**config.mk**
```make
export PLATFORM = sky130hd
export DESIGN_NAME = hsk_mem_slave
export DESIGN_NICKNAME = d
export VERILOG_FILES = /design/src/rtl/hsk_pkg.sv /design/src/rtl/hsk_sync.sv /design/src/rtl/hsk_store.sv /design/src/rtl/hsk_ctrl.sv /design/src/rtl/hsk_mem_slave.sv
export SDC_FILE = /design/constraint.sdc
export NUM_CORES = 1
export LEC_CHECK = 0
export ABC_AREA = 1
export CAP_MARGIN = 20
export CORE_MARGIN = 10
export CORE_UTILIZATION = 51
export CTS_CLUSTER_DIAMETER = 200
export DETAILED_ROUTE_END_ITERATION = 10
export PLACE_DENSITY = 0.77
export SLEW_MARGIN = 20
export SYNTH_ARGS = -nofsm -noshare
export SYNTH_HDL_FRONTEND = slang
export SYNTH_HIERARCHICAL = 1
export SYNTH_SLANG_ARGS = --single-unit
```
**constraint.sdc**
```tcl
create_clock -name clk -period 1.85 [get_ports clk]
set_clock_uncertainty 0.1 [all_clocks]
set_input_delay 0.37 -clock clk [delete_from_list [all_inputs] [get_ports clk]]
set_output_delay 0.37 -clock clk [all_outputs]
set_load 0.02 [all_outputs]
```
**src/rtl/hsk_pkg.sv**
```systemverilog
package hsk_pkg;
    typedef enum logic [1:0] {
        ST_IDLE = 2'd0,
        ST_WAIT = 2'd1,
        ST_ACK  = 2'd2,
        ST_SKIP = 2'd3
    } hsk_state_t;
endpackage

```
**src/rtl/hsk_sync.sv**
```systemverilog
module hsk_sync #(
    parameter int          W       = 4,
    parameter logic [W-1:0] RST_VAL = '1
) (
    input  logic         clk,
    input  logic         rst_n,
    input  logic [W-1:0] d,
    output logic [W-1:0] q
);
    for (genvar i = 0; i < W; i++) begin : g_bit
        logic s1, s2;
        always_ff @(posedge clk or negedge rst_n) begin
            if (!rst_n) begin
                s1 <= RST_VAL[i];
                s2 <= RST_VAL[i];
            end else begin
                s1 <= d[i];
                s2 <= s1;
            end
        end
        assign q[i] = s2;
    end
endmodule

```
**src/rtl/hsk_store.sv**
```systemverilog
module hsk_store #(
    parameter int DW    = 8,
    parameter int IDX_W = 4
) (
    input  logic             clk,
    input  logic             rst_n,
    input  logic             we,
    input  logic [IDX_W-1:0] idx,
    input  logic [DW-1:0]    wdata,
    output logic [DW-1:0]    rdata
);
    localparam int DEPTH = 1 << IDX_W;

    logic [DW-1:0] words [DEPTH];

    for (genvar w = 0; w < DEPTH; w++) begin : g_word
        always_ff @(posedge clk or negedge rst_n) begin
            if (!rst_n)
                words[w] <= '0;
            else if (we && (idx == IDX_W'(w)))
                words[w] <= wdata;
        end
    end

    assign rdata = words[idx];
endmodule

```
**src/rtl/hsk_ctrl.sv**
```systemverilog
module hsk_ctrl
    import hsk_pkg::*;
#(
    parameter int ACC_DLY = 2
) (
    input  logic clk,
    input  logic rst_n,
    input  logic ms_s,
    input  logic sel,
    input  logic is_wr,
    input  logic is_rd,
    output logic cap,
    output logic mem_we,
    output logic ssync_n,
    output logic dat_oe
);
    localparam int              CNT_W = (ACC_DLY < 2) ? 1 : $clog2(ACC_DLY + 1);
    localparam logic [CNT_W-1:0] LAST = CNT_W'(ACC_DLY - 1);

    hsk_state_t       state, nxt;
    logic [CNT_W-1:0] cnt;
    logic             op_wr, op_rd;

    always_comb begin
        nxt = state;
        unique case (state)
            ST_IDLE: if (!ms_s) nxt = sel ? ST_WAIT : ST_SKIP;
            ST_WAIT: if (cnt == LAST) nxt = ST_ACK;
            ST_ACK:  if (ms_s) nxt = ST_IDLE;
            ST_SKIP: if (ms_s) nxt = ST_IDLE;
            default: nxt = ST_IDLE;
        endcase
    end

    always_ff @(posedge clk or negedge rst_n) begin
        if (!rst_n) begin
            state <= ST_IDLE;
            cnt   <= '0;
            op_wr <= 1'b0;
            op_rd <= 1'b0;
        end else begin
            state <= nxt;
            if (cap) begin
                cnt   <= '0;
                op_wr <= is_wr;
                op_rd <= is_rd;
            end else if (state == ST_WAIT) begin
                cnt <= cnt + 1'b1;
            end
        end
    end

    always_comb begin
        cap     = (state == ST_IDLE) && !ms_s && sel;
        mem_we  = (state == ST_WAIT) && (cnt == LAST) && op_wr;
        ssync_n = (state != ST_ACK);
        dat_oe  = (state == ST_ACK) && op_rd;
    end

    AST_OE_IN_ACK: assert property (@(posedge clk) disable iff (!rst_n)
        dat_oe |-> !ssync_n);
    AST_SSYN_HOLD: assert property (@(posedge clk) disable iff (!rst_n)
        (!ssync_n && !ms_s) |=> !ssync_n);
    AST_SSYN_RELEASE: assert property (@(posedge clk) disable iff (!rst_n)
        $rose(ssync_n) |-> $past(ms_s));
    AST_WE_SINGLE: assert property (@(posedge clk) disable iff (!rst_n)
        mem_we |=> !mem_we);
    AST_ACK_NEEDS_MSYN: assert property (@(posedge clk) disable iff (!rst_n)
        $fell(ssync_n) |-> !ms_s);
endmodule

```
**src/rtl/hsk_mem_slave.sv**
```systemverilog
module hsk_mem_slave #(
    parameter int                AW      = 8,
    parameter int                DW      = 8,
    parameter int                IDX_W   = 4,
    parameter logic [AW-IDX_W-1:0] PAGE  = 'hA,
    parameter int                ACC_DLY = 2
) (
    input  logic          clk,
    input  logic          rst_n,
    input  logic [AW-1:0] bus_addr,
    input  logic          req_n,
    input  logic          rd_n,
    input  logic          rw_n,
    input  logic          msync_n,
    input  logic [DW-1:0] dat_in,
    output logic [DW-1:0] dat_out,
    output logic          dat_oe,
    output logic          ssync_n
);
    localparam int NCTL = 4;

    logic [NCTL-1:0]  ctl_s;
    logic             ms_s, req_s, rd_s, rw_s;
    logic             sel, is_wr, is_rd, cap, mem_we;
    logic [IDX_W-1:0] idx_q;
    logic [DW-1:0]    wdat_q, rdata;

    hsk_sync #(.W(NCTL), .RST_VAL('1)) u_sync (
        .clk   (clk),
        .rst_n (rst_n),
        .d     ({msync_n, req_n, rd_n, rw_n}),
        .q     (ctl_s)
    );

    assign {ms_s, req_s, rd_s, rw_s} = ctl_s;

    assign sel   = !req_s && (bus_addr[AW-1:IDX_W] == PAGE);
    assign is_wr = !rw_s;
    assign is_rd = rw_s && !rd_s;

    always_ff @(posedge clk or negedge rst_n) begin
        if (!rst_n) begin
            idx_q  <= '0;
            wdat_q <= '0;
        end else if (cap) begin
            idx_q  <= bus_addr[IDX_W-1:0];
            wdat_q <= dat_in;
        end
    end

    hsk_ctrl #(.ACC_DLY(ACC_DLY)) u_ctrl (
        .clk     (clk),
        .rst_n   (rst_n),
        .ms_s    (ms_s),
        .sel     (sel),
        .is_wr   (is_wr),
        .is_rd   (is_rd),
        .cap     (cap),
        .mem_we  (mem_we),
        .ssync_n (ssync_n),
        .dat_oe  (dat_oe)
    );

    hsk_store #(.DW(DW), .IDX_W(IDX_W)) u_store (
        .clk   (clk),
        .rst_n (rst_n),
        .we    (mem_we),
        .idx   (idx_q),
        .wdata (wdat_q),
        .rdata (rdata)
    );

    assign dat_out = dat_oe ? rdata : '0;

    AST_DATA_QUIET: assert property (@(posedge clk) disable iff (!rst_n)
        ssync_n |-> (dat_out == '0));
endmodule

```
After elaboration in Yosys (flattened, before gate mapping)
Index checks and enable logic that the tools add are counted.

ROM bits: 0. Memories kept: 0. Bits of input ports: 22. Latch bits: 0. Output and inout port bits: 10. Flip-flop bits (word level): 154. Bits in writable memories: 0.

Shifts and indexed selects: 0. Multiplexer cells: 11. Eq/ne operators: 24. Magnitude comparators: 1. Divide/modulo/power cells: 0. Reduce and logical (&&, ||, !) cells: 32. Multiply operators: 0. Add/sub/neg operators: 1. Bitwise operators: 1.

Operators with widths (count): $eq 4x4->1 const B (9); $bmux 8 s4 (1); $mux 8 (3); $logic_and 1x1->1 (23); $eq 4x3->1 const B (4); $mux 2 (6); $eq 4x2->1 const B (2); $ne 2x2->1 const B (3); $pmux 2 s3 (1); $ge 5x5->1 const B (1); $not 4->5 (1); $eq 2x1->1 const B (2); $eq 2x2->1 const B (2); $eq 4x1->1 const B (1); $logic_not 1->1 (4); $logic_not 4->1 (1); $reduce_and 3->1 (1); $add 2x1->2 const B (1); $logic_not 2->1 (1); $ne 2x1->1 const B (1); $reduce_bool 2->1 (1); $reduce_or 2->1 (1).

Logic depth before layout (Yosys ltp)
Gate-level depths: netlist of run 1.

Word-level depth: 5. Depth in mapped cells: 13. Gate-level depth less buffers: 11.

Cells and area by module
The synthesis of run 1 kept the hierarchy.

Modules (own cells, without submodules): hsk_store (area an instance 6042.0 um2, cells an instance 830, times used 1); hsk_mem_slave (area an instance 573.0 um2, cells an instance 75, times used 1); hsk_ctrl (area an instance 326.6 um2, cells an instance 43, times used 1); hsk_sync (area an instance 240.2 um2, cells an instance 12, times used 1).

Worst setup path after synthesis of run 1
No wires, ideal clock.

Path kind: register to output. Start point: reg idx_q[0]. End point: out dat_out[3]. Cell stages (with the launch flop): 14. Slack: -0.155 ns. Data arrival time: 1.535 ns. Cell sequence: dfrtp_1 -> inv_2 -> buf_2 -> clkbuf_1 -> nand2_1 -> nand2_1 -> nand2_1 -> nand2_1 -> nand2_1 -> nand2_1 -> inv_1 -> nand2_1 -> nand2_1 -> inv_1.

Longest elaborated chain between the ends: 5.

RTL lines: from (decl) (line hsk_mem_slave.sv:25) `logic [IDX_W-1:0] idx_q;`; from (signal assigned) (line hsk_mem_slave.sv:46) `idx_q <= bus_addr[IDX_W-1:0];`; $not 4->5 (not written as such) (line hsk_store.sv:25) `assign rdata = words[idx];`; $bmux 8 s4 (line hsk_store.sv:25); $mux 8 (not written as such) (2 in series) (line hsk_store.sv:25); net rdata[3] (line hsk_mem_slave.sv:26) `logic [DW-1:0] wdat_q, rdata;`; $mux 8 (line hsk_mem_slave.sv:73) `assign dat_out = dat_oe ? rdata : '0;`; to (decl) (line hsk_mem_slave.sv:16) `output logic [DW-1:0] dat_out,`.

The timed path passes the listed nets, and every way through them passes these cells. The select of a mux whose other input is x is not followed.

Worst setup path after layout of run 1
Start point: reg idx_q[0]. End point: out dat_out[7].

The elaborated chain is that of the path after synthesis.

==> results of run 1 <==
[area by class of cell]
| type | instances | area, um2 |
|---|---|---|
| fillers | 1068 | 4410 |
| flip-flops and latches | 154 | 3860 |
| multi-input cells | 688 | 3140 |
| repair buffers | 122 | 1340 |
| clock buffers | 24 | 472 |
| inverters | 64 | 250 |
| well taps | 180 | 225 |
| clock inverters | 8 | 120 |
[power by group through the flow]
stage	Combinational, mW	Sequential (mW)	Clock (mW)
after floorplan	1.54	3.95	0
after global placement	2.82	3.99	0
after detailed placement	2.85	4.00	0
after CTS	3.36	3.96	3.58
after global routing	3.78	4.02	3.73
final	3.54	3.98	3.52
[cell families after synthesis]
family / Yosys count
AOI/OAI and AO/OA: 141
adders and majority gates: 1
buffers and inverters: 118
DFF: 154
and+or+nand+nor: 546
[routing by layer]
| metal | routed length (um) | GRT usage (%) |
|---|---|---|
| met1 | 8610 | 25.7 |
| met4 | 619 | 7.85 |
| met3 | 1320 | 4.69 |
| met2 | 9840 | 33.4 |
| met5 | 0 | 0 |
[timing repair]
action	CTS	global route
hold buffers	1	0
hold endpoints to repair	30	0
setup buffers	8	3
pin swaps	13	35
cloned	5	5
resized for setup	104	113
endpoints found under the setup margin	122	122
[state kept, by name, indices dropped and copies added, names as in the netlist]
| name | flops |
|---|---|
| u_store/words | 128 |
| wdat_q | 8 |
| idx_q | 4 |
| u_sync/g_bit.s1 | 4 |
| u_sync/g_bit.s2 | 4 |
| u_ctrl/cnt | 2 |
| u_ctrl/state | 2 |
| u_ctrl/op_rd | 1 |
| u_ctrl/op_wr | 1 |
[stage by stage]
stage / setup TNS [ns] / power (mW) / hold WS (ns)
floorplan: -0.0342 / 5.49 / -0.0256
global placement: -6.38 / 6.81 / 0.198
detailed placement: -10.60 / 6.85 / 0.196
CTS: -4.77 / 10.9 / 0.221
global route: -6.97 / 11.5 / 0.238
finish: -4.33 / 11.0 / 0.248
[worst paths after layout]
check	endpoint	cells after the start
max reg2reg	u_store/words[64]	12
min reg2reg	u_sync/g_bit[0].s2	0
min	u_sync/g_bit[3].s1	1
max in group asynchronous	u_sync/g_bit[3].s1	3
max	dat_out[7]	14
min in group asynchronous	u_store/words[58]	2
[cells in the mapped netlist, drive strengths merged]
cell	count
nand2	467
dfrtp	146
o21ai	93
nor2	66
inv	63
a21oi	48
buf	30
clkbuf	24
nand3	9
dfstp	8
nand4	2
nor3	2
clkinv	1
ha	1
[worst max-delay path, delay by kind of cell, from the launching register on]
kind                   cells  cell delay [ns]
buffers and inverters      6             0.64
DFF                        1             0.43
and+or+nand+nor            8             0.47
[layout by cell type, fill, tap and decap left out, drive strengths merged, types with 8 or more instances in the layout]
cell type	count
nand2	467
dfrtp	146
buf	98
o21ai	93
nor2	66
inv	62
a21oi	48
clkbuf	26
clkdlybuf4s50	20
nand3	9
dfstp	8
==> results by group, run 1 <==
Power
  • Switch Pwr: 3.80 mW
  • Internal power: 7.25 mW
  • VDD IR max: 795 uV
  • Combinational power share: between 30% and 40%
  • Static leakage: 4.93 nW
  • Sequential fraction of design power: 36.0%
  • Pwr dens: 1170 mW/mm2
  • Clock power share: between 30% and 40%
  • Switching Fraction: 34.4%

Synthesis
  • Area share of fa/ha/maj cells after synthesis: 0.174%
  • Cells after Synth: 960
  • Synthesis Warnings: 6
  • Largest family of logic cells by synthesized area: simple AND/OR/NAND/NOR gates
  • Compound-Gate Fraction of Synth Area: between 9 and 10%
  • Ranking of synthesized cells by area: dfrtp_1, nand2_1, o21ai_0
  • Syn_area_per_cell: between 7 and 8 um2
  • Area leader, netlist: dfrtp_1
  • Post-synth top area share: 50.9%
  • Synthesized area: 0.00718 mm2
  • Number of synthesized register bits: 154
  • Post-synthesis simple-gate area fraction: 29.3%
  • Register area share after synthesis: 53.8%
  • Mux cell area share after synthesis: 0%
  • Syn_nets: approximately 980
  • Post-Synth XOR/XNOR Area: 0%
  • Synth unique cells: 23

Worst setup path
  • Crit path max fanout: 7
  • Critical Path AT: 1.96 ns
  • R2R Path Start: u_ctrl/state[1]
  • Crit path launch type: flop
  • Cell Chain, Critical Path: clkinv_4 > buf_12 > buf_12 > nand2_4 > nand2_2 > nand2_1 > nand2_1 > nand2_1 > nand2_2 > inv_2 > nand2_2 > nand2_2 > inv_2 > buf_6
  • Crit. End Element: primary output
  • Critical path required time: ~1.4 ns
  • Critical path's slowest cell: dfrtp_2
  • R2r setup slk: -0.02 ns
  • Largest stage delay on the critical path: approximately 0.43 ns
  • CP dominant cell by count: nand2_2
  • Critical path origin: idx_q[0]
  • Kind of critical path: reg -> out

Floorplan
  • Row count: 43
  • Die height: 139 um
  • Starting density of the core: 51.9%
  • I/O pins: 32
  • Core area: about 0.014 mm2
  • Die X: approximately 140 um
  • Full die area: just under 0.02 mm2

Global routing
  • GR Util All Layers: 20.4%
  • Global route total overflow: 0
  • Vias in the first global route: approximately 6400
  • First-pass GRT wire length: roughly 32000 um
  • Antenna violations before repair: 0
  • Pin count of the biggest net entering global routing: 39

Route
  • WL final: 20400 um
  • Total number of vias: approximately 6600
  • Post-route DRC: 0
  • Post-route ant nets: 0
  • Pre-antenna DRT Iters: 5
  • Vias per cell: approximately 5.3
  • WL per Instance: 16.4 um
  • DRC marker count from the first detailed-route iteration: roughly 700

Clock tree
  • Clock sink count: 154
  • Clock slew at reported path FFs: 0.06 ns
  • Clk_lat worst skew: 0.42 ns
  • Root buffer cell: clkbuf_16
  • CTS tree: built
  • CTS Buffer Depth: 2
  • Htree depth: 4
  • Num CTS Buffers: 17

Place
  • Input/output buffers: 31
  • Setup Slack @ Placement: -0.606 ns
  • Placed cell areas: 0.00819 mm2
  • GP Congestion: between 0.8 and 0.9
  • Placed insts: approximately 1200
  • Final HPWL DP: approximately 12000 um

Outcome
  • Status: finished with violations
  • Failing checks: setup timing

STA
  • Fmax achieved: 411 MHz
  • Final Hold Fails: 0
  • Final Cycle Share: 131%
  • Least-Margin Pin Slew: 0.368 ns
  • Final worst slack: -0.582 ns
  • Slew Limit Headroom: 75.4%
  • Final setup vio count: 9
  • Period minus WS final: 2.43 ns
  • Final Max Tran Viols: 0
  • RSZ-0062 raised after global routing: yes

Flow run
  • Max-Cap Viols: 0

Worst hold path
  • Worst Hold Class: in -> reg
  • Min-Delay Startpoint: msync_n

Finish
  • Area growth syn-to-layout: 31.1%
  • Finished Layout Cells: 1240
  • Share of cells above drive strength 1: 23.3%
  • Final core utilization: 68.1%
  • Layout Nets: 1070
  • Final instance area: 0.00942 mm2
  • Diodes inserted: 0
(Power assumes the default switching activity.)
==> run 2, diff against run 1 <==
Settings changed: CAP_MARGIN 20 to 10, SLEW_MARGIN 20 to not set.
==> results of run 2 <==
No change in the layout: final DEF, timing and power equal those of run 1.
==> run 3, diff against run 2 <==
Settings changed: CTS_CLUSTER_SIZE set to 20, HOLD_SLACK_MARGIN set to 0.03.
==> results of run 3 <==
No change in the layout: final DEF, timing and power equal those of run 1.
